===== src/rtl/usb_out_ep_ctrl.sv =====
module usb_out_ep_ctrl #(
  parameter int BUF_BYTES = 64
) (
  input  logic       clk,
  input  logic       rst_n,
  input  logic       tok_out,
  input  logic       rx_we,
  input  logic [7:0] rx_byte,
  input  logic       rx_end,
  input  logic       rx_ok,
  input  logic       proto_err,
  input  logic       clr_feat,
  input  logic       txn_busy,
  output logic       hs_valid,
  output logic [1:0] hs_code,
  input  logic [1:0] reg_addr,
  input  logic       reg_wr,
  input  logic       reg_rd,
  input  logic [4:0] reg_wdata,
  output logic [7:0] reg_rdata,
  output logic       irq
);

  localparam int PW = $clog2(BUF_BYTES + 1);
  localparam int AW = $clog2(BUF_BYTES);
  localparam logic [PW-1:0] CAP = PW'(BUF_BYTES);
  localparam logic [1:0] HS_ACK = 2'd0;
  localparam logic [1:0] HS_NAK = 2'd1;
  localparam logic [1:0] HS_STALL = 2'd2;

  logic [7:0]    mem [0:1][0:BUF_BYTES-1];
  logic [PW-1:0] blen [0:1];
  logic [1:0]    full;
  logic          wsel, rsel, acc;
  logic [PW-1:0] wptr, rptr;
  logic          rpc, sst, fst, ien, intf;
  logic          stall_sw, stall_pe;

  logic stalled, both_full, free_sel, rne, pop, last, fst_go;
  logic st_wr, int_wr, byte_wr, commit, rpc_set;
  logic [1:0] hs_next;

  assign stalled   = stall_sw | stall_pe;
  assign both_full = &full;
  assign free_sel  = full[rsel] ? ~rsel : rsel;
  assign rne       = full[rsel];
  assign pop       = reg_rd && reg_addr == 2'd1 && rne;
  assign last      = (rptr + 1'b1) == blen[rsel];
  assign fst_go    = fst && !txn_busy && !clr_feat;
  assign st_wr     = reg_wr && reg_addr == 2'd0;
  assign int_wr    = reg_wr && reg_addr == 2'd2;
  assign byte_wr   = acc && !tok_out && !rx_end && rx_we && wptr < CAP;
  assign commit    = acc && !tok_out && rx_end;
  assign rpc_set   = commit && rx_ok;
  assign hs_next   = stalled ? HS_STALL : both_full ? HS_NAK : HS_ACK;
  assign irq       = intf;

  always_ff @(posedge clk) begin
    if (!rst_n) begin
      hs_valid <= 1'b0;
      hs_code  <= HS_ACK;
      full     <= 2'b00;
      blen[0]  <= '0;
      blen[1]  <= '0;
      wsel     <= 1'b0;
      rsel     <= 1'b0;
      acc      <= 1'b0;
      wptr     <= '0;
      rptr     <= '0;
      rpc      <= 1'b0;
      sst      <= 1'b0;
      fst      <= 1'b0;
      ien      <= 1'b0;
      intf     <= 1'b0;
      stall_sw <= 1'b0;
      stall_pe <= 1'b0;
    end else begin
      hs_valid <= tok_out;
      if (tok_out) begin
        hs_code <= hs_next;
        acc     <= hs_next == HS_ACK;
        wsel    <= free_sel;
        wptr    <= '0;
      end else if (commit) begin
        acc <= 1'b0;
        if (rx_ok && wptr != '0) begin
          full[wsel] <= 1'b1;
          blen[wsel] <= wptr;
        end
      end else if (byte_wr) begin
        wptr <= wptr + 1'b1;
      end

      if (pop) begin
        if (last) begin
          full[rsel] <= 1'b0;
          rptr       <= '0;
          rsel       <= ~rsel;
        end else begin
          rptr <= rptr + 1'b1;
        end
      end

      rpc      <= rpc_set | (rpc & ~(st_wr & reg_wdata[0]));
      intf     <= (rpc_set & ien) | (intf & ~(int_wr & reg_wdata[0]));
      ien      <= st_wr ? reg_wdata[4] : ien;
      fst      <= (st_wr & reg_wdata[3]) | (fst & ~fst_go);
      sst      <= fst_go | (sst & ~(st_wr & reg_wdata[2]));
      stall_sw <= clr_feat ? 1'b0 : (stall_sw | fst_go);
      stall_pe <= proto_err | (stall_pe & ~clr_feat);
    end
  end

  always_ff @(posedge clk) begin
    if (byte_wr) mem[wsel][wptr[AW-1:0]] <= rx_byte;
  end

  always_comb begin
    case (reg_addr)
      2'd0:    reg_rdata = {3'b000, ien, fst, sst, rne, rpc};
      2'd1:    reg_rdata = rne ? mem[rsel][rptr[AW-1:0]] : 8'h00;
      2'd2:    reg_rdata = {7'b0000000, intf};
      default: reg_rdata = 8'h00;
    endcase
  end

  p_stall_tok_r7: assert property (@(posedge clk) disable iff (!rst_n)
    tok_out && stalled |=> hs_valid && hs_code == HS_STALL);

  p_nak_full_r5: assert property (@(posedge clk) disable iff (!rst_n)
    tok_out && !stalled && both_full |=> hs_valid && hs_code == HS_NAK);

  p_fst_entry_r6: assert property (@(posedge clk) disable iff (!rst_n)
    fst && !txn_busy && !clr_feat && !(st_wr && reg_wdata[3]) |=> !fst && sst && stall_sw);

  p_fst_wait_r6: assert property (@(posedge clk) disable iff (!rst_n)
    fst && txn_busy |=> fst && !stall_sw || fst && $past(stall_sw));

  p_pe_silent_r8: assert property (@(posedge clk) disable iff (!rst_n)
    proto_err && !fst && !sst |=> !sst && stall_pe);

  p_rpc_sticky_r4: assert property (@(posedge clk) disable iff (!rst_n)
    rpc && !(st_wr && reg_wdata[0]) |=> rpc);

  p_irq_enable_r3: assert property (@(posedge clk) disable iff (!rst_n)
    $rose(intf) |-> $past(ien));

  p_hs_pulse_r2: assert property (@(posedge clk) disable iff (!rst_n)
    hs_valid && !$past(tok_out) |-> 1'b0);

  always_ff @(posedge clk) begin
    if (rst_n) begin
      p_len_cap_r10: assert (wptr <= CAP) else $error("write pointer past buffer end");
    end
  end

endmodule


===== config.mk =====
export PLATFORM = sky130hd
export DESIGN_NAME = usb_out_ep_ctrl
export DESIGN_NICKNAME = d
export VERILOG_FILES = /design/src/rtl/usb_out_ep_ctrl.sv
export SDC_FILE = /design/constraint.sdc
export NUM_CORES = 1
export LEC_CHECK = 0
export BUFFER_PORTS_ARGS = -buffer_cell sky130_fd_sc_hd__buf_2
export CAP_MARGIN = 20
export CORE_MARGIN = 4
export CORE_UTILIZATION = 35
export CTS_BUF_LIST = sky130_fd_sc_hd__clkbuf_16
export CTS_CLUSTER_SIZE = 12
export DETAILED_ROUTE_END_ITERATION = 10
export SLEW_MARGIN = 30
export SYNTH_ARGS = -nofsm -noshare
export SYNTH_HDL_FRONTEND = slang
export SYNTH_SLANG_ARGS = --single-unit

===== constraint.sdc =====
create_clock -name clk -period 3.5 [get_ports clk]
set_clock_uncertainty 0.15 [all_clocks]
set_input_delay 0.875 -clock clk [delete_from_list [all_inputs] [get_ports clk]]
set_output_delay 0.875 -clock clk [all_outputs]
set_load 0.005 [all_outputs]

# Word-level counts from Yosys, hierarchy flattened
# Memory sizes are Yosys's and may differ from the RTL's. A register that Yosys moved wholly into a read port is not among the register bits.
# Index checks and enable logic that the tools add are counted.
# op_classes
add_sub_neg	2
magnitude_cmp	8
n_eq_ne	3
mux	40
n_bitwise	30
reduce_logical	30
# ops
cell	n
$mux W512	1
$bmux W8 S6	1
$demux W8 S6	1
$mux W8	4
$pmux W8 S3	1
$mux W1	21
$logic_and A1 B1 Y1	16
$add A7 B1 Y7 const B	2
$ge A7 B7 Y1 const B	2
$mux W2	7
$mux W7	2
$not A6 Y7	2
$and A1 B1 Y1	10
$not A1 Y1	8
$eq A7 B7 Y1	1
$lt A7 B1 Y1 const B	1
$lt A7 B7 Y1 const B	1
$or A1 B1 Y1	7
$reduce_bool A7 Y1	1
$reduce_or A7 Y1	1
$reduce_and A2 Y1	3
$logic_not A1 Y1	4
$logic_not A2 Y1	2
$lt A1 B2 Y1 const B	2
other kinds (9)	12
# word_totals
regBits	29
ramBits	1038
mem_count	2
# memory_table
memory	words	width	rd	rd_clocked_by_memory_dff	write_ports	line_no	source
mem	2	512	1	1	1	31	logic [7:0] mem [0:1][0:BUF_BYTES-1];
blen	2	7	1	1	2	32	logic [PW-1:0] blen [0:1];

# Longest topological paths before layout
# Gate-level depths: netlist (run 1).
# logic_depth
ltp_word	12
depth_mapped	11
ltp_nobuf	7

# Worst setup path after synthesis (run 1)
# No wires, ideal clock.
# synth_timing
path_kind	reg-to-output
startpoint	register with a tool-made name
endpoint	output reg_rdata[4]
arrival_ns	2.118
t_required_ns	2.475
slack_ns	0.357
path_stages_with_launch	10
n_path_buf	4
path_cell_list	dfxtp_1 > buf_6 > buf_8 > buf_6 > buf_6 > mux4_2 > a2111oi_0 > nor4_1 > a21oi_1 > nand4_1
# synth_lines
element	line_no	source
end, declared	20	output logic [7:0] reg_rdata,

==> results of run 1 <==
-- kinds of logic (layout without fill, tap and decap cells) --
group,Yosys count,in the layout,synth area share
multiplexers,325,325,0.154
AND/OR/NAND/NOR,370,370,0.0386
XOR/XNOR,19,19,0.00397
flip-flops,1068,1068,0.758
buffers and inverters,125,609,0.0170
adder cells (fa/ha/maj),3,3,0.000896
AO/OA/AOI/OAI,160,160,0.0276
other,0,2,0
-- state kept, by name, indices dropped and copies added (netlist names), named ones only --
name and flops:
rpc 1, stall_sw 1, sst 1, wsel 1, full 2, irq 1
mem 1024, ien 1, fst 1, wptr 7, acc 1, hs_valid 1
blen 14, stall_pe 1, hs_code 2, rsel 1, rptr 7
-- synth_stat cells, types with 13 or more instances --
cell                          n
sky130_fd_sc_hd__a21oi_1     22
sky130_fd_sc_hd__a22oi_1     41
sky130_fd_sc_hd__and2_1      16
sky130_fd_sc_hd__buf_2       22
sky130_fd_sc_hd__buf_6       19
sky130_fd_sc_hd__clkbuf_1    48
sky130_fd_sc_hd__dfxtp_1     30
sky130_fd_sc_hd__edfxtp_1  1038
sky130_fd_sc_hd__inv_1       14
sky130_fd_sc_hd__mux2_2      16
sky130_fd_sc_hd__mux2i_1     54
sky130_fd_sc_hd__mux4_2     253
sky130_fd_sc_hd__nand2_1     71
sky130_fd_sc_hd__nand3_1     43
sky130_fd_sc_hd__nor2_1     186
sky130_fd_sc_hd__nor2b_1     13
sky130_fd_sc_hd__xnor2_1     14
-- power breakdown --
group / internal [mW] / leakage [nW] / switching [mW]
logic: 0.0595 / 4.83 / 0.263
clock network: 6.01 / 1.68 / 4.65
registers: 14.0 / 9.58 / 0.00582
-- worst max path at each step --
| stage | startpoint | end | slack [ns] |
|---|---|---|---|
| floorplan | flop | reg_rdata[4] | 0.36 |
| global route | flop | reg_rdata[3] | -1.06 |
| global placement | flop | reg_rdata[4] | -0.61 |
| CTS | flop | reg_rdata[2] | -1.01 |
| finish | flop | reg_rdata[2] | -1.0 |
| detailed placement | flop | reg_rdata[4] | -0.66 |
-- routing by layer --
metal  vias to the layer above  routed length, um
li1                       9376                  -
met1                     11800              45200
met2                       932              51800
met3                       148               9030
met4                         2               2530
met5                         -                 12
-- cell type report --
class                      instances  share of cell area
antenna                            2           0.0000986
clock buffer                     112              0.0552
clock inverter                    69             0.00838
inverter                          15             0.00111
multi-input combinational        877               0.195
sequential                      1068               0.626
tap                             1600              0.0394
timing repair buffer             413              0.0747
-- worst max-delay path: cells and delay by family, from the launching register on --
family          cells  cell delay (ns)
mux                 2             1.06
simple gates        1             0.11
compound gates      2             0.63
buf+inv             4             0.57
flops               1             0.41
-- metrics by stage --
stage                     total power, mW  std cells
after floorplan                      14.3       2070
after global placement               14.6       3947
after detailed placement             14.6       3947
after CTS                            25.2       4139
after global routing                 25.8       4154
final                                25.0       4156
-- timing repair --
| action | in CTS | in global routing |
|---|---|---|
| pin swaps | 28 | 16 |
| gates cloned | 3 | 1 |
| endpoints found under the setup margin | 8 | 8 |
| buffers inserted | 17 | 14 |
| gates resized for setup | 92 | 44 |
| hold endpoints to repair | 0 | 0 |
==> results.json, run 1 <==
{
  "ff_latch_area_um2": 31800,
  "die_area_um2": 125000,
  "final-max-slew-violation-count": 0,
  "critical_path.cell_chain": "buf_6, buf_12, buf_12, mux4_2, mux4_2, o21ai_4, nand2_2, a221o_1, buf_2",
  "yosysTopAreaCellShare": 0.744,
  "violated_checks": "setup timing",
  "rsz0062_at_grt": "true",
  "totalWireLength_um": 109000,
  "tritoncts": "yes",
  "timing_worst_setup_path_type": "reg -> out",
  "global_route.overflow_total": 0,
  "cts_max_level": 3,
  "clock_tree.buffer_depth": 3,
  "first_pass_iters": 5,
  "ys_async_sr_fraction": 0,
  "slew_headroom": 0.445,
  "dr.first_iter.drc_count": 2513,
  "worst_slew_pin_slew_ns": 0.832,
  "count_of_flip_flops_with_a_built_in_enable_after_synthesis": 1038,
  "syn-mean-instance-area_um2": 20.3,
  "holdBufCountCts": 0,
  "fin_nets": 2513,
  "row_count": 126,
  "grt_use_total": 0.172,
  "synth_area_leader_cell": "sky130_fd_sc_hd__edfxtp_1",
  "rr_endpoint": "rptr[2]",
  "synth_seq_cells": 1068,
  "clock_tree.root_cell": "sky130_fd_sc_hd__clkbuf_16",
  "sequential_cell_area_fraction_in_the_yosys_report": 0.758,
  "final-setup-viol-count": 8,
  "vias_in_the_first_global_route": 22800,
  "drcViolationCount": 0,
  "layout-drive-gt1-share": 0.352,
  "max_cap_viol_count": 0,
  "yosys-top-cells-area": "sky130_fd_sc_hd__edfxtp_1 74%, sky130_fd_sc_hd__mux4_2 14%, sky130_fd_sc_hd__nor2_1 1.7%",
  "hold-path-cell-count": 2,
  "ff2ff_path_depth": 10,
  "die_width_um": 354,
  "yosysWarnings": 0,
  "highest_utilization_routing_layer_at_the_global_route_stage": "met2",
  "mostFrequentLayoutCell": "sky130_fd_sc_hd__edfxtp_1",
  "die_h_um": 354,
  "worst_path_max_delay_cell": "sky130_fd_sc_hd__mux4_2",
  "irDropWorstVdd_mv": 0.408,
  "worst_hold_slack_ns": 0.265,
  "multi_input_area_um2": 9910,
  "place_worst_setup_slack_ns": -0.659,
  "mostFrequentLayoutCells": "1038 x sky130_fd_sc_hd__edfxtp_1, 316 x sky130_fd_sc_hd__buf_4, 253 x sky130_fd_sc_hd__mux4_2",
  "met1_usage": 0.244,
  "finalCoreUtilization": 0.428,
  "filler_cell_count": 10200,
  "core_area_um2": 119000,
  "clkSinkCount": 1068,
  "worstSetupEndpointType": "output pin",
  "grt_antenna_before_repair": 5,
  "floorplan.initialDensity": 0.354,
  "finalWorstPathRequiredPeriod_ns": 4.50,
  "dpl.hpwl_um": 71800,
  "run_status": "finished with violations",
  "via_count": 22300,
  "worstPathMaxFanout": 6,
  "post_dp_cell_area_um2": 46600,
  "max_freq_mhz": 222,
  "netlist_area_um2": 41900,
  "rrSetupSlack_ns": 0.82,
  "worst_hold_startpoint": "clr_feat",
  "required_ns": 2.47,
  "boundaryPins": 38,
  "area_growth_syn_to_layout_pct": 21.1,
  "first_pass_grt_wire_length_um": 159000,
  "gp_routability_congestion": 0.870,
  "worstSkewPairLatency_ns": 0.68,
  "grt_util_met3": 0.0355,
  "maximum_single_stage_delay_on_the_critical_path_ns": 0.56,
  "cts_inserted_buffers": 109,
  "worstHoldPathType": "in -> reg",
  "p_leak_nw": 16.1,
  "placement.io_buffers": 36,
  "ratio_of_final_minimum_period_to_clock_period": 1.29,
  "crit_arrival_ns": 3.47,
  "syn-num-nets": 2099,
  "grt_start_max_net_pins": 129,
  "clock_transition_at_the_registers_of_the_reported_paths_ns": 0.07,
  "yosys.cell_types.count": 65,
  "start_kind": "flop",
  "layout.cell_area.non_filler_um2": 50800,
  "power_density_nw_per_um2": 492,
  "ratio_of_routed_vias_to_standard_cells": 5.36,
  "grt_use_met2": 0.273,
  "final.setup.worst_slack_ns": -0.998,
  "hold_end": "stall_sw",
  "timing.setup.tns_ns": -7.20,
  "ant_nets": 0,
  "finalHoldViolCount": 0,
  "crit-reg2reg-launch": "rptr[0]",
  "netlist_instances": 2070,
  "drt-wirelength-per-cell_um": 26.1,
  "synth_flop_cell": "sky130_fd_sc_hd__edfxtp_1"
}
No activity file was read; power rests on OpenSTA's default activity.
==> run 2: changes to the inputs <==
--- a/config.mk
+++ b/config.mk
@@ -10,8 +10,8 @@
 export CORE_MARGIN = 4
 export CORE_UTILIZATION = 35
 export CTS_BUF_LIST = sky130_fd_sc_hd__clkbuf_16
-export CTS_CLUSTER_SIZE = 12
 export DETAILED_ROUTE_END_ITERATION = 10
+export PLACE_DENSITY = 0.57
 export SLEW_MARGIN = 30
 export SYNTH_ARGS = -nofsm -noshare
 export SYNTH_HDL_FRONTEND = slang
==> run 2 against run 1 <==
  * The run still ends with setup timing left
  * Flip-flop and latch count is the same
  * Critical endpoint is now reg_rdata[0]
  * Largest power group unchanged
  * First-iteration DRC count shrank 4.1%
  * Die area is the same
  * Largest cell class unchanged
  * Sequential power is essentially flat
  * Cell count grew 0.65%
  * Register-to-register slack lost 0.26 ns
  * Hold slack gained 0.013 ns
==> results.json, run 2 (synthesis gave the netlist of run 1 again) <==
{
  "area_growth_syn_to_layout_pct": 21.5,
  "hold-path-cell-count": 2,
  "required_ns": 2.47,
  "run_status": "finished with violations",
  "cts_inserted_buffers": 103,
  "drt-met1-wl_um": 46800,
  "met2WireLength_um": 51500,
  "clock_transition_at_the_registers_of_the_reported_paths_ns": 0.06,
  "final-setup-viol-count": 8,
  "mostFrequentLayoutCell": "sky130_fd_sc_hd__edfxtp_1",
  "start_kind": "flop",
  "worst_slew_pin_slew_ns": 0.765,
  "diodes": 0,
  "hold_end": "acc",
  "clock_tree.buffer_depth": 3,
  "critPathTopFamily": "multiplexers",
  "first_pass_grt_wire_length_um": 158000,
  "final.setup.worst_slack_ns": -0.929,
  "first_pass_iters": 6,
  "boundaryPins": 38,
  "dr.first_iter.drc_count": 2410,
  "multi_input_area_um2": 9860,
  "crit_arrival_ns": 3.40,
  "slew_headroom": 0.488,
  "irDropWorstVdd_mv": 0.381,
  "grt_antenna_before_repair": 1,
  "rrSetupSlack_ns": 0.56,
  "max_freq_mhz": 226,
  "worst_path_max_delay_cell": "sky130_fd_sc_hd__mux4_2",
  "maximum_single_stage_delay_on_the_critical_path_ns": 0.53,
  "worst_hold_startpoint": "rx_end",
  "via_count": 22100,
  "p_leak_nw": 16.2,
  "vias_in_the_first_global_route": 22900,
  "finalHoldViolCount": 0,
  "grt_start_max_net_pins": 73,
  "gp_routability_congestion": 0.889,
  "cts_max_level": 3,
  "core_area_um2": 119000,
  "worstPathMaxFanout": 5,
  "ratio_of_final_minimum_period_to_clock_period": 1.27,
  "drt-wirelength-per-cell_um": 25.8,
  "tritoncts": "yes",
  "totalWireLength_um": 108000,
  "worstHoldPathType": "in -> reg",
  "place_worst_setup_slack_ns": -0.668,
  "drcViolationCount": 0,
  "die_width_um": 354,
  "ant_nets": 0,
  "placement.io_buffers": 36,
  "global_route.overflow_total": 0,
  "die_area_um2": 125000,
  "power_density_nw_per_um2": 495,
  "worst_hold_slack_ns": 0.278,
  "crit-reg2reg-launch": "rptr[1]",
  "finalWorstPathRequiredPeriod_ns": 4.43,
  "final-max-slew-violation-count": 0,
  "floorplan.initialDensity": 0.354,
  "grt_use_total": 0.171,
  "timing_worst_setup_path_type": "reg -> out",
  "critical_path.n_buffers_inverters": 4,
  "rr_endpoint": "rptr[1]",
  "ff2ff_path_depth": 8,
  "die_h_um": 354,
  "clkSinkCount": 1068,
  "worstSetupEndpointType": "output pin",
  "dpl.hpwl_um": 70900,
  "ratio_of_routed_vias_to_standard_cells": 5.29,
  "ff_latch_area_um2": 31800,
  "layout-drive-gt1-share": 0.364,
  "violated_checks": "setup timing",
  "critical_path.cell_chain": "buf_4, bufbuf_16, buf_12, mux4_2, mux4_2, mux2i_4, o32ai_1, a211o_1, buf_2",
  "fin_nets": 2525,
  "filler_cell_count": 10400,
  "routed.top_layer": "met4",
  "detailroute.wirelength.met3_um": 6530,
  "clock_tree.root_cell": "sky130_fd_sc_hd__clkbuf_16",
  "worstSkewPairLatency_ns": 0.66,
  "holdBufCountCts": 0,
  "design_power_total_mw": 25.2,
  "max_cap_viol_count": 0,
  "rsz0062_at_grt": "true",
  "row_count": 126,
  "finalCoreUtilization": 0.429,
  "mostFrequentLayoutCells": "1038 x sky130_fd_sc_hd__edfxtp_1, 346 x sky130_fd_sc_hd__buf_4, 254 x sky130_fd_sc_hd__mux4_2",
  "cpMostUsedCell": "sky130_fd_sc_hd__mux4_2",
  "largest_register_ff_count": 1024
}
[run 2: repair_timing]
item                       4_1_cts  5_1_grt
setup buffers                   23        8
gates cloned                     6        1
setup endpoints to repair        8        8
resized for setup               78       27
pin swaps                       12       25
[run 2: final cells by class]
cell class,instances,area share
repair buffers,431,0.0765
clock inverters,86,0.0131
well taps,1600,0.0393
clock buffers,106,0.0521
multi-input cells,877,0.194
inverters,15,0.00111
flip-flops and latches,1068,0.624
[run 2: worst max-delay path by stage]
stage	end	slack, ns	depth (start not counted)
after global routing	reg_rdata[4]	-0.99	10
after CTS	reg_rdata[4]	-0.96	12
after floorplan	reg_rdata[4]	0.36	9
after global placement	reg_rdata[5]	-0.67	9
final	reg_rdata[0]	-0.93	9
after detailed placement	reg_rdata[7]	-0.67	10
[run 2: through the flow]
step | instance area (um2) | setup TNS, ns | cells
after global placement | 46600 | -3.91 | 3957
final | 50900 | -6.90 | 4183
after detailed placement | 46600 | -3.76 | 3957
after floorplan | 41900 | 0 | 2070
after global routing | 50900 | -7.46 | 4183
after CTS | 50700 | -7.40 | 4177
[run 2: routing by layer]
layer | vias to the layer above | GRT usage
li1 | 9409 | -
met1 | 11700 | 0.243
met2 | 804 | 0.276
met3 | 159 | 0.0222
met4 | 0 | 0.0512
met5 | - | 0
[run 2: power by group]
part | internal (mW) | switching [mW]
Sequential | 14.0 | 0.00577
Combinational | 0.0584 | 0.255
Clock | 6.16 | 4.69
